`src/rtl/strided_load_sched.sv`:
```
module strided_load_sched #(
  parameter int AW    = 32,
  parameter int DW    = 64,
  parameter int NBANK = 16,
  parameter int BUSY  = 4,
  parameter int LAT   = 12,
  parameter int MAXVL = 64,
  localparam int BW = $clog2(NBANK),
  localparam int CW = (BUSY > 1) ? $clog2(BUSY) : 1,
  localparam int LW = $clog2(MAXVL + 1),
  localparam int IW = $clog2(MAXVL)
) (
  input  logic                clk,
  input  logic                rst_n,
  input  logic                cmd_valid,
  input  logic [AW-1:0]       cmd_base,
  input  logic [AW-1:0]       cmd_stride,
  input  logic [LW-1:0]       cmd_len,
  output logic                cmd_ready,
  output logic                done,
  output logic [NBANK-1:0]    bank_req,
  output logic [AW-1:0]       bank_addr,
  input  logic [NBANK-1:0]    bank_rvalid,
  input  logic [NBANK*DW-1:0] bank_rdata,
  output logic                wb_valid,
  output logic [IW-1:0]       wb_idx,
  output logic [DW-1:0]       wb_data
);

  logic              active;
  logic [AW-1:0]     addr_q, stride_q;
  logic [LW-1:0]     len_q, iss_n, ret_n;
  logic [NBANK-1:0]  bank_free;
  logic [LAT-1:0]    tv_q;
  logic [BW-1:0]     tb_q [LAT];
  logic [IW-1:0]     ti_q [LAT];

  wire [BW-1:0] cur_bank = addr_q[BW-1:0];
  wire          take     = cmd_valid && !active;
  wire          issue    = active && (iss_n != len_q) && bank_free[cur_bank];
  wire [LW-1:0] len_eff  = (cmd_len > LW'(MAXVL)) ? LW'(MAXVL) : cmd_len;
  wire          last_wb  = wb_valid && (ret_n == len_q - 1'b1);

  assign cmd_ready = !active;
  assign bank_addr = addr_q;
  assign bank_req  = issue ? (NBANK'(1) << cur_bank) : '0;
  assign wb_valid  = tv_q[LAT-1];
  assign wb_idx    = ti_q[LAT-1];

  always_comb begin
    wb_data = '0;
    for (int b = 0; b < NBANK; b++)
      if (tb_q[LAT-1] == BW'(b)) wb_data = bank_rdata[b*DW +: DW];
  end

  always_ff @(posedge clk) begin
    if (!rst_n) begin
      active <= 1'b0;
      done   <= 1'b0;
      addr_q <= '0;
      stride_q <= '0;
      len_q  <= '0;
      iss_n  <= '0;
      ret_n  <= '0;
    end else if (take) begin
      active   <= (len_eff != '0);
      done     <= (len_eff == '0);
      addr_q   <= cmd_base;
      stride_q <= cmd_stride;
      len_q    <= len_eff;
      iss_n    <= '0;
      ret_n    <= '0;
    end else begin
      if (issue) begin
        addr_q <= addr_q + stride_q;
        iss_n  <= iss_n + 1'b1;
      end
      if (wb_valid) ret_n <= ret_n + 1'b1;
      if (last_wb) begin
        active <= 1'b0;
        done   <= 1'b1;
      end
    end
  end

  always_ff @(posedge clk) begin
    if (!rst_n) tv_q <= '0;
    else        tv_q <= {tv_q[LAT-2:0], issue};
    tb_q[0] <= cur_bank;
    ti_q[0] <= iss_n[IW-1:0];
    for (int k = 1; k < LAT; k++) begin
      tb_q[k] <= tb_q[k-1];
      ti_q[k] <= ti_q[k-1];
    end
  end

  for (genvar b = 0; b < NBANK; b++) begin : g_bank
    logic [CW-1:0] cnt;
    logic [CW:0]   gap;
    assign bank_free[b] = (cnt == '0);
    always_ff @(posedge clk) begin
      if (!rst_n)                            cnt <= '0;
      else if (issue && cur_bank == BW'(b))  cnt <= CW'(BUSY - 1);
      else if (cnt != '0)                    cnt <= cnt - 1'b1;
    end
    always_ff @(posedge clk) begin
      if (!rst_n)                 gap <= (CW+1)'(BUSY);
      else if (bank_req[b])       gap <= (CW+1)'(1);
      else if (gap < (CW+1)'(BUSY)) gap <= gap + 1'b1;
    end
    AST_BANK_GAP: assert property (@(posedge clk) disable iff (!rst_n)
      bank_req[b] |-> gap >= (CW+1)'(BUSY));
  end

  logic          chk_have;
  logic [AW-1:0] chk_last;
  logic [IW-1:0] chk_idx;
  always_ff @(posedge clk) begin
    if (!rst_n || take) begin
      chk_have <= 1'b0;
      chk_last <= '0;
      chk_idx  <= '0;
    end else begin
      if (|bank_req) begin
        chk_have <= 1'b1;
        chk_last <= bank_addr;
      end
      if (wb_valid) chk_idx <= chk_idx + 1'b1;
    end
  end

  AST_ONE_REQ: assert property (@(posedge clk) disable iff (!rst_n)
    $onehot0(bank_req));
  AST_ADDR_STEP: assert property (@(posedge clk) disable iff (!rst_n)
    (|bank_req && chk_have) |-> bank_addr == chk_last + stride_q);
  AST_WB_ORDER: assert property (@(posedge clk) disable iff (!rst_n)
    wb_valid |-> wb_idx == chk_idx);
  AST_WB_ANSWER: assert property (@(posedge clk) disable iff (!rst_n)
    wb_valid |-> bank_rvalid[tb_q[LAT-1]]);
  AST_IDLE_QUIET: assert property (@(posedge clk) disable iff (!rst_n)
    cmd_ready |-> (bank_req == '0 && !wb_valid));
  AST_DONE_IDLE: assert property (@(posedge clk) disable iff (!rst_n)
    done |-> cmd_ready);

endmodule

```
`config.mk`:
```
export PLATFORM = sky130hd
export DESIGN_NAME = strided_load_sched
export DESIGN_NICKNAME = d
export VERILOG_FILES = /design/src/rtl/strided_load_sched.sv
export SDC_FILE = /design/constraint.sdc
export NUM_CORES = 1
export LEC_CHECK = 0
export BUFFER_PORTS_ARGS = -buffer_cell sky130_fd_sc_hd__buf_2
export CAP_MARGIN = 10
export CORE_AREA = 2 2 487 489
export DETAILED_ROUTE_END_ITERATION = 12
export DIE_AREA = 0 0 489 491
export GPL_ROUTABILITY_DRIVEN = 1
export PLACE_DENSITY_LB_ADDON = 0.08
export SYNTH_ARGS = -nofsm -noshare
export SYNTH_HDL_FRONTEND = slang
export SYNTH_SLANG_ARGS = --single-unit
```
`constraint.sdc`:
```
create_clock -name clk -period 3.75 [get_ports clk]
set_input_delay 0.75 -clock clk [delete_from_list [all_inputs] [get_ports clk]]
set_output_delay 0.75 -clock clk [all_outputs]
set_load 0.02 [all_outputs]
```
Word-level counts from Yosys, hierarchy flattened

Memories as Yosys holds them, arrays and structs flattened.
Cells that the tools add are included.

Shift-type cells: 1
Bitwise logic cells: 1
Magnitude comparators: 2
Reduce and logical (&&, ||, !) cells: 76
Div/mod/pow operators: 0
Mux-type cells: 58
Add/subtract/negate cells: 20
Equal/unequal tests: 32
Multiply operators: 0

Operator list:

| operator                                             | count |
|---|---|
| 2-to-1 mux 64 bit                                    | 16 |
| nonzero test 2 bit                                   | 34 |
| equality test 4 bit, second input constant           | 16 |
| 2-to-1 mux 2 bit                                     | 32 |
| 2-to-1 mux 32 bit                                    | 2 |
| adder 32 bit                                         | 1 |
| equality test 4 x 3 -> 1 bit, second input constant  | 8 |
| logical NOT 2 bit                                    | 16 |
| subtractor 2 x 1 -> 2 bit, second input constant     | 16 |
| logical AND 1 bit                                    | 20 |
| equality test 4 x 2 -> 1 bit, second input constant  | 4 |
| 2-to-1 mux 16 bit                                    | 1 |
| << shifter 1 x 4 -> 16 bit, first input constant     | 1 |
| adder 7 x 1 -> 7 bit, second input constant          | 2 |
| equality test 4 x 1 -> 1 bit, second input constant  | 2 |
| logical NOT 4 bit                                    | 2 |
| equality test 7 bit                                  | 1 |
| greater-than comparator 7 bit, second input constant | 1 |
| logical NOT 7 bit                                    | 1 |
| 2-to-1 mux 7 bit                                     | 1 |
| inequality test 7 bit                                | 1 |
| nonzero test 7 bit                                   | 1 |
| subtractor 7 x 1 -> 7 bit, second input constant     | 1 |
| < comparator 4 x 5 -> 1 bit, second input constant   | 1 |
| 5 further kinds                                      | 9 |

Memories: 2
Memory bits (writable): 120
Logic and storage cells: 216
ROM bits: 0
Output and inout bits: 121
Bits of input ports: 1114
Register bits after elaboration: 131
Bits in latches: 0

Memory list:

| name | depth | bits a word | rd ports | clocked after Yosys merged registers in | wr ports | RTL line | RTL |
|---|---|---|---|---|---|---|---|
| ti_q | 12    | 6           | 12       | 0                                       | 12       | 36       | `logic [IW-1:0] ti_q [LAT];` |
| tb_q | 12    | 4           | 12       | 0                                       | 12       | 35       | `logic [BW-1:0] tb_q [LAT];` |

Longest topological paths before layout

Gate-level depths: netlist of run 1.

Depth after elaboration: 17
Depth in mapped cells: 11
Gate-level depth less buffers: 11

Least setup slack after synthesis of run 1

Ideal clock, no wire load.

Path type: register to register
Start point: reg addr_q[1] (netlist: bank_addr[1])
End point: reg addr_q[24] (netlist: bank_addr[24])
Stages on the path, launching flop included: 12
Buffers on the path: 1
Required time: 3.628 ns
Data arrival time: 3.182 ns
Clock period less this slack: 3.304 ns
Setup slack: 0.446 ns
Setup time: 0.122 ns
Path through: dfxtp_1 > clkbuf_1 > inv_1 > fa_1 > nor2b_1 > o2111ai_1 > a21boi_1 > a2111oi_4 > o41ai_2 > a21o_1 > a2111oi_2 > a311o_1

Word-level cells in the longest chain between the ends: 4
Elaborated cells between the ends (all ways): 7
Classes of those cells: 1 x add/sub; 4 x mux; 2 x reduce/logical

RTL lines:

| element                                              | RTL line | RTL |
|---|---|---|
| start: declaration                                   | 31       | `logic [AW-1:0] addr_q, stride_q;` |
| start signal: assignment                             | 68       | `addr_q <= cmd_base;` |
| start signal: assignment                             | 75       | `addr_q <= addr_q + stride_q;` |
| branches (longest 4 deep; another with adder 32 bit) | -        |  |

Parallel ways; which one is timed is not known. The select of a mux whose other input is x is not followed.
A chain may end at the register's enable or synchronous reset.

==> results.py, run 1 <==
metrics = {
    "status": {
        "status": "complete, but fails checks",
        "violations": "setup timing",
    },
    "clocking": {
        "cts_hold_buf": 0,
        "clkLatencyLatePin_ns": 0.60,
        "cts_tree": "built",
        "cts_sinks": 251,
        "h-tree-depth": 2,
        "clk_pin_slew_worst_paths_ns": 0.07,
        "clockBufferDepth": 3,
        "cts_root_buf": "clkbuf_16",
        "numCtsBuffers": 37,
    },
    "global_route": {
        "grt_pass1_vias": 23666,
        "use_met2_pct": 30.0,
        "grt-busiest-layer": "met2",
        "grt_max_degree": 68,
        "grtUsageMet3_pct": 5.73,
        "antenna_found_initial": 223,
        "grt.total_usage_pct": 18.0,
        "grt_first_pass_wirelength_um": 276000,
        "met1_usage_pct": 20.2,
        "gr-total-overflow": 0,
    },
    "critical_path": {
        "crit_arrival_ns": 3.25,
        "crit_family": "compound AO/OA/AOI/OAI gates",
        "path_cells": "buf_4 > buf_12 > and2_4 > and2_4 > buf_12 > a32oi_1 > o21ai_4 > o21ai_2 > o221ai_4 > buf_6",
        "crit_buf_inv": 4,
        "slowest_delay_ns": 0.66,
        "endpoint_kind": "primary output",
        "cp-start-kind": "flop",
        "crit_type": "flop to primary output",
        "crit_required_ns": 3.00,
        "slowest_stage": "a32oi_1",
        "path_max_fanout": 27,
        "r2r_slack_ns": 0.59,
    },
    "sta": {
        "slew_headroom_pct": 46.4,
        "final-hold-violation-count": 0,
        "period_share_pct": 107,
        "fin_crit_ns": 4.00,
        "clock.fmax_ghz": 0.250,
        "rsz0062_at_grt": "yes",
        "tns_ns": -1.25,
        "setup_violations": 15,
        "slew_violations": 0,
        "worst_slack_ns": -0.254,
        "tightest_slew_ns": 0.803,
        "skew_ns": 0.0408,
    },
    "logic_synthesis": {
        "netlist_instances": 1969,
        "netlist_area_mm2": 0.0166,
        "async_flop_share_pct": 0,
        "synth.net_count": 3134,
        "ys_ff_latch": 251,
        "synth_top_flop_cell": "dfxtp_1",
        "synth_area_per_cell_um2": 8.45,
        "synth_edf_count": 0,
        "ys_types": 76,
        "synth_seq_area_share_pct": 30.2,
        "ys_warn_count": 0,
    },
    "drt": {
        "wl_um": 228000,
        "dr.first_iter.drc_count": 1665,
        "wl_per_cell_um": 34.3,
        "via_per_inst": 3.55,
        "ant_nets": 0,
        "num_vias": 23599,
        "dr.pass1.iters": 6,
        "drcViolationCount": 0,
    },
    "power": {
        "peakVddDrop_v": 0.000256,
        "leakagePower_nw": 13.7,
        "power_mw": 13.3,
        "powerDensity_mw_per_mm2": 408,
    },
    "layout": {
        "nets": 4487,
        "fin_area_mm2": 0.0326,
        "layout-drive-gt1-share_pct": 54.1,
        "n_fill_cell": 27153,
        "final_util_pct": 13.9,
        "syn_to_final_growth_pct": 95.9,
    },
    "die": {
        "start_util_pct": 7.10,
        "core-area_mm2": 0.235,
        "dieArea_mm2": 0.240,
        "die_w_um": 489,
        "die_y_um": 491,
        "num_rows": 178,
        "io_pins": 1235,
    },
    "placed_design": {
        "preCtsSetupSlack_ns": -0.750,
        "io_buffer_count": 1218,
        "placed_area_mm2": 0.0280,
        "gp_congestion": 0.919,
        "hpwl_um": 189000,
    },
    "min_path": {
        "min_path_type": "flop to flop",
    },
    "run": {
        "cap_viol_max_count": 0,
    },
}
## path summary, 6_finish.rpt
kind	from	end	cells after the start
worst max-delay path	tb_q[2][13]	wb_data[62]	10
worst min-delay path	tb_q[0][0]	tb_q[0][4]	0
worst max register to register	bank_addr[0]	bank_addr[24]	13
worst min register to register	tb_q[0][0]	tb_q[0][4]	0
## per-layer routing
layer | share of wire, % | routed length [µm]
met1 | 38 | 87200
met2 | 47 | 108000
met3 | 8.1 | 18500
met4 | 6.0 | 13700
met5 | 0.21 | 481
## sequential cells by signal (all words and copies together), names as in the netlist, 12 cells and up
register,flops
tb_q,48
stride_q,32
ti_q,72
bank_addr,32
tv_q,12
g_bank.cnt,32
## metrics by stage
stage	hold WS (ns)	cells
floorplan	0.310	1969
global placement	0.313	6318
detailed placement	0.312	6318
CTS	0.300	6475
global route	0.312	6602
finish	0.297	6646
## report_power, final
part	internal [mW]	total [mW]	switching [mW]
Sequential	2.95	3.11	0.159
Clock	2.13	3.57	1.44
Combinational	2.89	6.62	3.73
Total	7.98	13.3	5.33
## synth_stat cells, drive strengths merged (9+ instances only)
| cell type | number | area, µm² |
|---|---|---|
| dfxtp | 251 | 5020 |
| a22oi | 186 | 1400 |
| a21oi | 160 | 805 |
| nor2 | 153 | 574 |
| nand2 | 141 | 529 |
| mux2i | 140 | 1400 |
| clkbuf | 131 | 502 |
| mux2 | 69 | 777 |
| nand4 | 68 | 425 |
| a211o | 62 | 543 |
| a222oi | 60 | 601 |
| o22ai | 59 | 369 |
| inv | 56 | 210 |
| ha | 50 | 626 |
| o21ai | 46 | 230 |
| buf | 39 | 189 |
| xnor2 | 36 | 315 |
| xor2 | 30 | 263 |
| and2 | 21 | 134 |
| nand3 | 18 | 90.1 |
| nor3 | 17 | 85.1 |
| nor2b | 14 | 87.6 |
| a211oi | 13 | 103 |
| a21o | 12 | 90.1 |
| o21a | 10 | 75.1 |
| and3 | 9 | 56.3 |
| mux4 | 9 | 203 |
## logic make-up (layout without fill, tap and decap cells)
kind of cell | count (synthesis) | after routing | share of synthesized area [%]
AOI/OAI and AO/OA | 681 | 681 | 29.4
xor gates and xnor gates | 66 | 66 | 3.47
adders and majority gates | 51 | 51 | 3.88
buffers and inverters | 226 | 1606 | 5.41
DFF | 251 | 251 | 30.2
muxes | 218 | 218 | 14.3
other | 0 | 147 | 0
and+or+nand+nor | 476 | 476 | 13.4
## area by class of cell
type | count | area [µm²] | area share (%)
multi-input cells | 1492 | 11800 | 36.1
well taps | 3150 | 3940 | 12.1
clock inverters | 14 | 156 | 0.480
clock buffers | 52 | 1060 | 3.27
diodes | 147 | 368 | 1.13
inverters | 56 | 211 | 0.648
flip-flops and latches | 251 | 5050 | 15.5
repair buffers | 1484 | 10100 | 30.8
## placed cells by master (no fill, tap or decap), types with 11 or more instances in the layout
master     count
and2_1        16
ha_1          42
a21o_1        12
mux2i_1      120
a211oi_1      12
nand3_1       11
buf_16        16
nand2_1      129
mux2i_2       11
a211o_1       52
dfxtp_1      241
a22oi_2       16
inv_1         49
nor3_1        15
buf_6         62
a21oi_1      130
buf_2       1160
mux2_2        67
buf_4        147
clkbuf_16     44
nand4_1       68
diode_2      147
a22oi_1      170
a21oi_2       22
o21ai_0       37
o22ai_1       48
xor2_1        30
nor2_1       140
buf_12        75
a222oi_1      60
xnor2_1       36
buf_8         12
o22ai_2       11
## repair_timing
action	in CTS	in global routing
pin swaps	81	75
resized for setup	307	83
buffers inserted	79	24
cloned	16	5
endpoints found under the setup margin	80	67
(Power assumes the default switching activity.)
==> run 2, diff against run 1 <==
--- a/config.mk
+++ b/config.mk
@@ -8,9 +8,12 @@
 export BUFFER_PORTS_ARGS = -buffer_cell sky130_fd_sc_hd__buf_2
 export CAP_MARGIN = 10
 export CORE_AREA = 2 2 487 489
+export CTS_BUF_LIST = sky130_fd_sc_hd__clkbuf_8
 export DETAILED_ROUTE_END_ITERATION = 12
 export DIE_AREA = 0 0 489 491
 export GPL_ROUTABILITY_DRIVEN = 1
+export GPL_TIMING_DRIVEN = 0
+export HOLD_SLACK_MARGIN = 0.02
 export PLACE_DENSITY_LB_ADDON = 0.08
 export SYNTH_ARGS = -nofsm -noshare
 export SYNTH_HDL_FRONTEND = slang
==> run 2 against run 1 <==
The flow still finishes with violations (setup timing). Fmax shrank 2.5%. Global-route usage rose by 0.83 points. Combinational power increased by 6.0%. Utilization grew 0.58 points. Sequential cell count is the same. Critical path depth stayed put. Sequential share of layout area decreased by 0.58 points. Critical endpoint is now wb_data[53]. Highest routed layer unchanged. Worst hold slack gained 0.011 ns. Sequential power barely moved. Setup slack got worse by 0.10 ns.
==> results.py, run 2 (synthesized netlist as in run 1, its figures left out) <==
metrics = {
    "placed_design": {
        "gp_congestion": 0.943,
        "placed_cells": 6349,
        "io_buffer_count": 1217,
        "hpwl_um": 209000,
        "preCtsSetupSlack_ns": -2.59,
        "placed_area_mm2": 0.0269,
    },
    "layout": {
        "layout-drive-gt1-share_pct": 57.4,
        "syn_to_final_growth_pct": 104,
        "fin_area_mm2": 0.0340,
        "nets": 4576,
        "final_cell_mix": "1161 x buf_2, 236 x dfxtp_1, 152 x a22oi_1, 132 x nor2_1, 130 x nand2_1",
        "largest_reg_flops": 72,
        "top_regs": "ti_q: 72 flops, tb_q: 48 flops",
        "top_register": "ti_q",
        "layout_commonest_cell": "buf_2",
        "final_cells": 6785,
    },
    "power": {
        "powerDensity_mw_per_mm2": 392,
        "peakVddDrop_v": 0.000236,
        "leakagePower_nw": 14.1,
        "power_mw": 13.3,
    },
    "sta": {
        "worst_slack_ns": -0.355,
        "tightest_slew_ns": 1.01,
        "rsz0062_at_grt": "yes",
        "period_share_pct": 109,
        "tns_ns": -7.42,
        "final-hold-violation-count": 0,
        "setup_violations": 56,
        "slew_headroom_pct": 32.6,
        "slew_violations": 0,
        "clock.fmax_ghz": 0.244,
        "fin_crit_ns": 4.11,
        "skew_ns": 0.0460,
    },
    "die": {
        "die_y_um": 491,
        "core-area_mm2": 0.235,
        "num_rows": 178,
        "die_w_um": 489,
        "dieArea_mm2": 0.240,
        "start_util_pct": 7.10,
        "io_pins": 1235,
    },
    "clocking": {
        "cts_hold_buf": 0,
        "numCtsBuffers": 56,
        "clockBufferDepth": 3,
        "cts_tree": "built",
        "cts_sinks": 251,
        "clk_pin_slew_worst_paths_ns": 0.06,
        "cts_root_buf": "clkbuf_8",
        "clkLatencyLatePin_ns": 0.69,
        "h-tree-depth": 2,
    },
    "drt": {
        "via_per_inst": 3.57,
        "drcViolationCount": 0,
        "dr.pass1.iters": 6,
        "dr.first_iter.drc_count": 1827,
        "ant_nets": 0,
        "wl_um": 239000,
        "wl_per_cell_um": 35.2,
        "num_vias": 24196,
    },
    "critical_path": {
        "r2r_slack_ns": 0.21,
        "crit_required_ns": 3.00,
        "endpoint_kind": "primary output",
        "cp-start-kind": "flop",
        "path_max_fanout": 5,
        "crit_arrival_ns": 3.36,
        "reg2reg_from": "bank_addr[1]",
        "r2r-end": "bank_addr[24]",
        "worstRegToRegCells": 11,
        "crit_type": "flop to primary output",
    },
    "global_route": {
        "grt_max_degree": 16,
        "grt_pass1_vias": 24242,
        "gr-total-overflow": 0,
        "grt.total_usage_pct": 18.8,
        "antenna_found_initial": 223,
        "grt_first_pass_wirelength_um": 287000,
    },
    "run": {
        "cap_viol_max_count": 0,
    },
    "min_path": {
        "hold_path_end": "bank_addr[25]",
        "min_from": "cmd_base[25]",
        "whs_path_depth": 2,
        "min_path_type": "input pin to flop",
    },
    "status": {
        "violations": "setup timing",
        "status": "complete, but fails checks",
    },
}
## run 2: cell types whose count changed in the layout (fill, tap and decap cells not counted), sizes merged
cell	delta
bufinv	-1
clkbuf	+122
inv	+22
clkinv	-7
diode	+35
clkinvlp	+2
buf	-28
bufbuf	-6
## run 2: worst max path at each step
stage | from | to | slack [ns] | cells after the start
final | tb_q[2][14] | wb_data[53] | -0.36 | 10
after global routing | tb_q[2][12] | wb_data[60] | -0.40 | 10
after CTS | tb_q[2][12] | wb_data[13] | -0.46 | 10
after detailed placement | tb_q[2][13] | wb_data[15] | -2.59 | 10
after global placement | tb_q[2][12] | wb_data[13] | -4.29 | 9
after floorplan | bank_addr[1] | bank_addr[24] | 0.45 | 11
## run 2: metrics by stage
| step | hold slack, ns | util, % |
|---|---|---|
| after floorplan | 0.310 | - |
| after global placement | 0.311 | 11.4 |
| after detailed placement | 0.312 | 11.5 |
| after CTS | 0.205 | 13.7 |
| after global routing | 0.263 | 14.4 |
| final | 0.309 | 14.5 |
## run 2: final cells by class
class / count / area (µm²)
well taps: 3150 / 3940
repair buffers: 1397 / 8720
inverters: 56 / 221
diodes: 182 / 455
flip-flops and latches: 251 / 5060
plain buffers: 157 / 1660
clock inverters: 30 / 164
fillers: 27070 / 201000
multi-input cells: 1492 / 12800
clock buffers: 70 / 963
## run 2: critical path, stage by stage, from the launching register on
cell,delay (ns)
dfxtp_4,0.41
clkbuf_16,0.16
clkbuf_16,0.17
buf_16,0.15
buf_12,0.11
mux2i_4,0.51
o22ai_2,0.16
a21oi_4,0.33
nand4_1,0.15
a211o_1,0.34
buf_6,0.17
## run 2: report_power, final
group	switching [mW]	internal [mW]	leakage, nW	total (mW)
combinational	4.02	3.00	11.4	7.02
sequential	0.171	2.96	2.06	3.13
clock	1.41	1.74	0.657	3.15
## run 2: timing repair
item	4_1_cts	5_1_grt
pin swaps	99	113
resized for setup	788	206
cloned	3	4
endpoints found under the hold margin	0	0
buffers inserted	98	66
endpoints found under the setup margin	91	73
## run 2: metal layers
layer / part of all wire (%) / up-vias / GRT usage, % / wire length [µm]
met2: 48 / 1252 / 32.2 / 114000
li1: - / 10664 / - / -
met1: 38 / 11774 / 20.5 / 89800
met5: 0.16 / - / 0 / 382
met3: 7.3 / 450 / 5.19 / 17500
met4: 7.2 / 56 / 11.3 / 17200
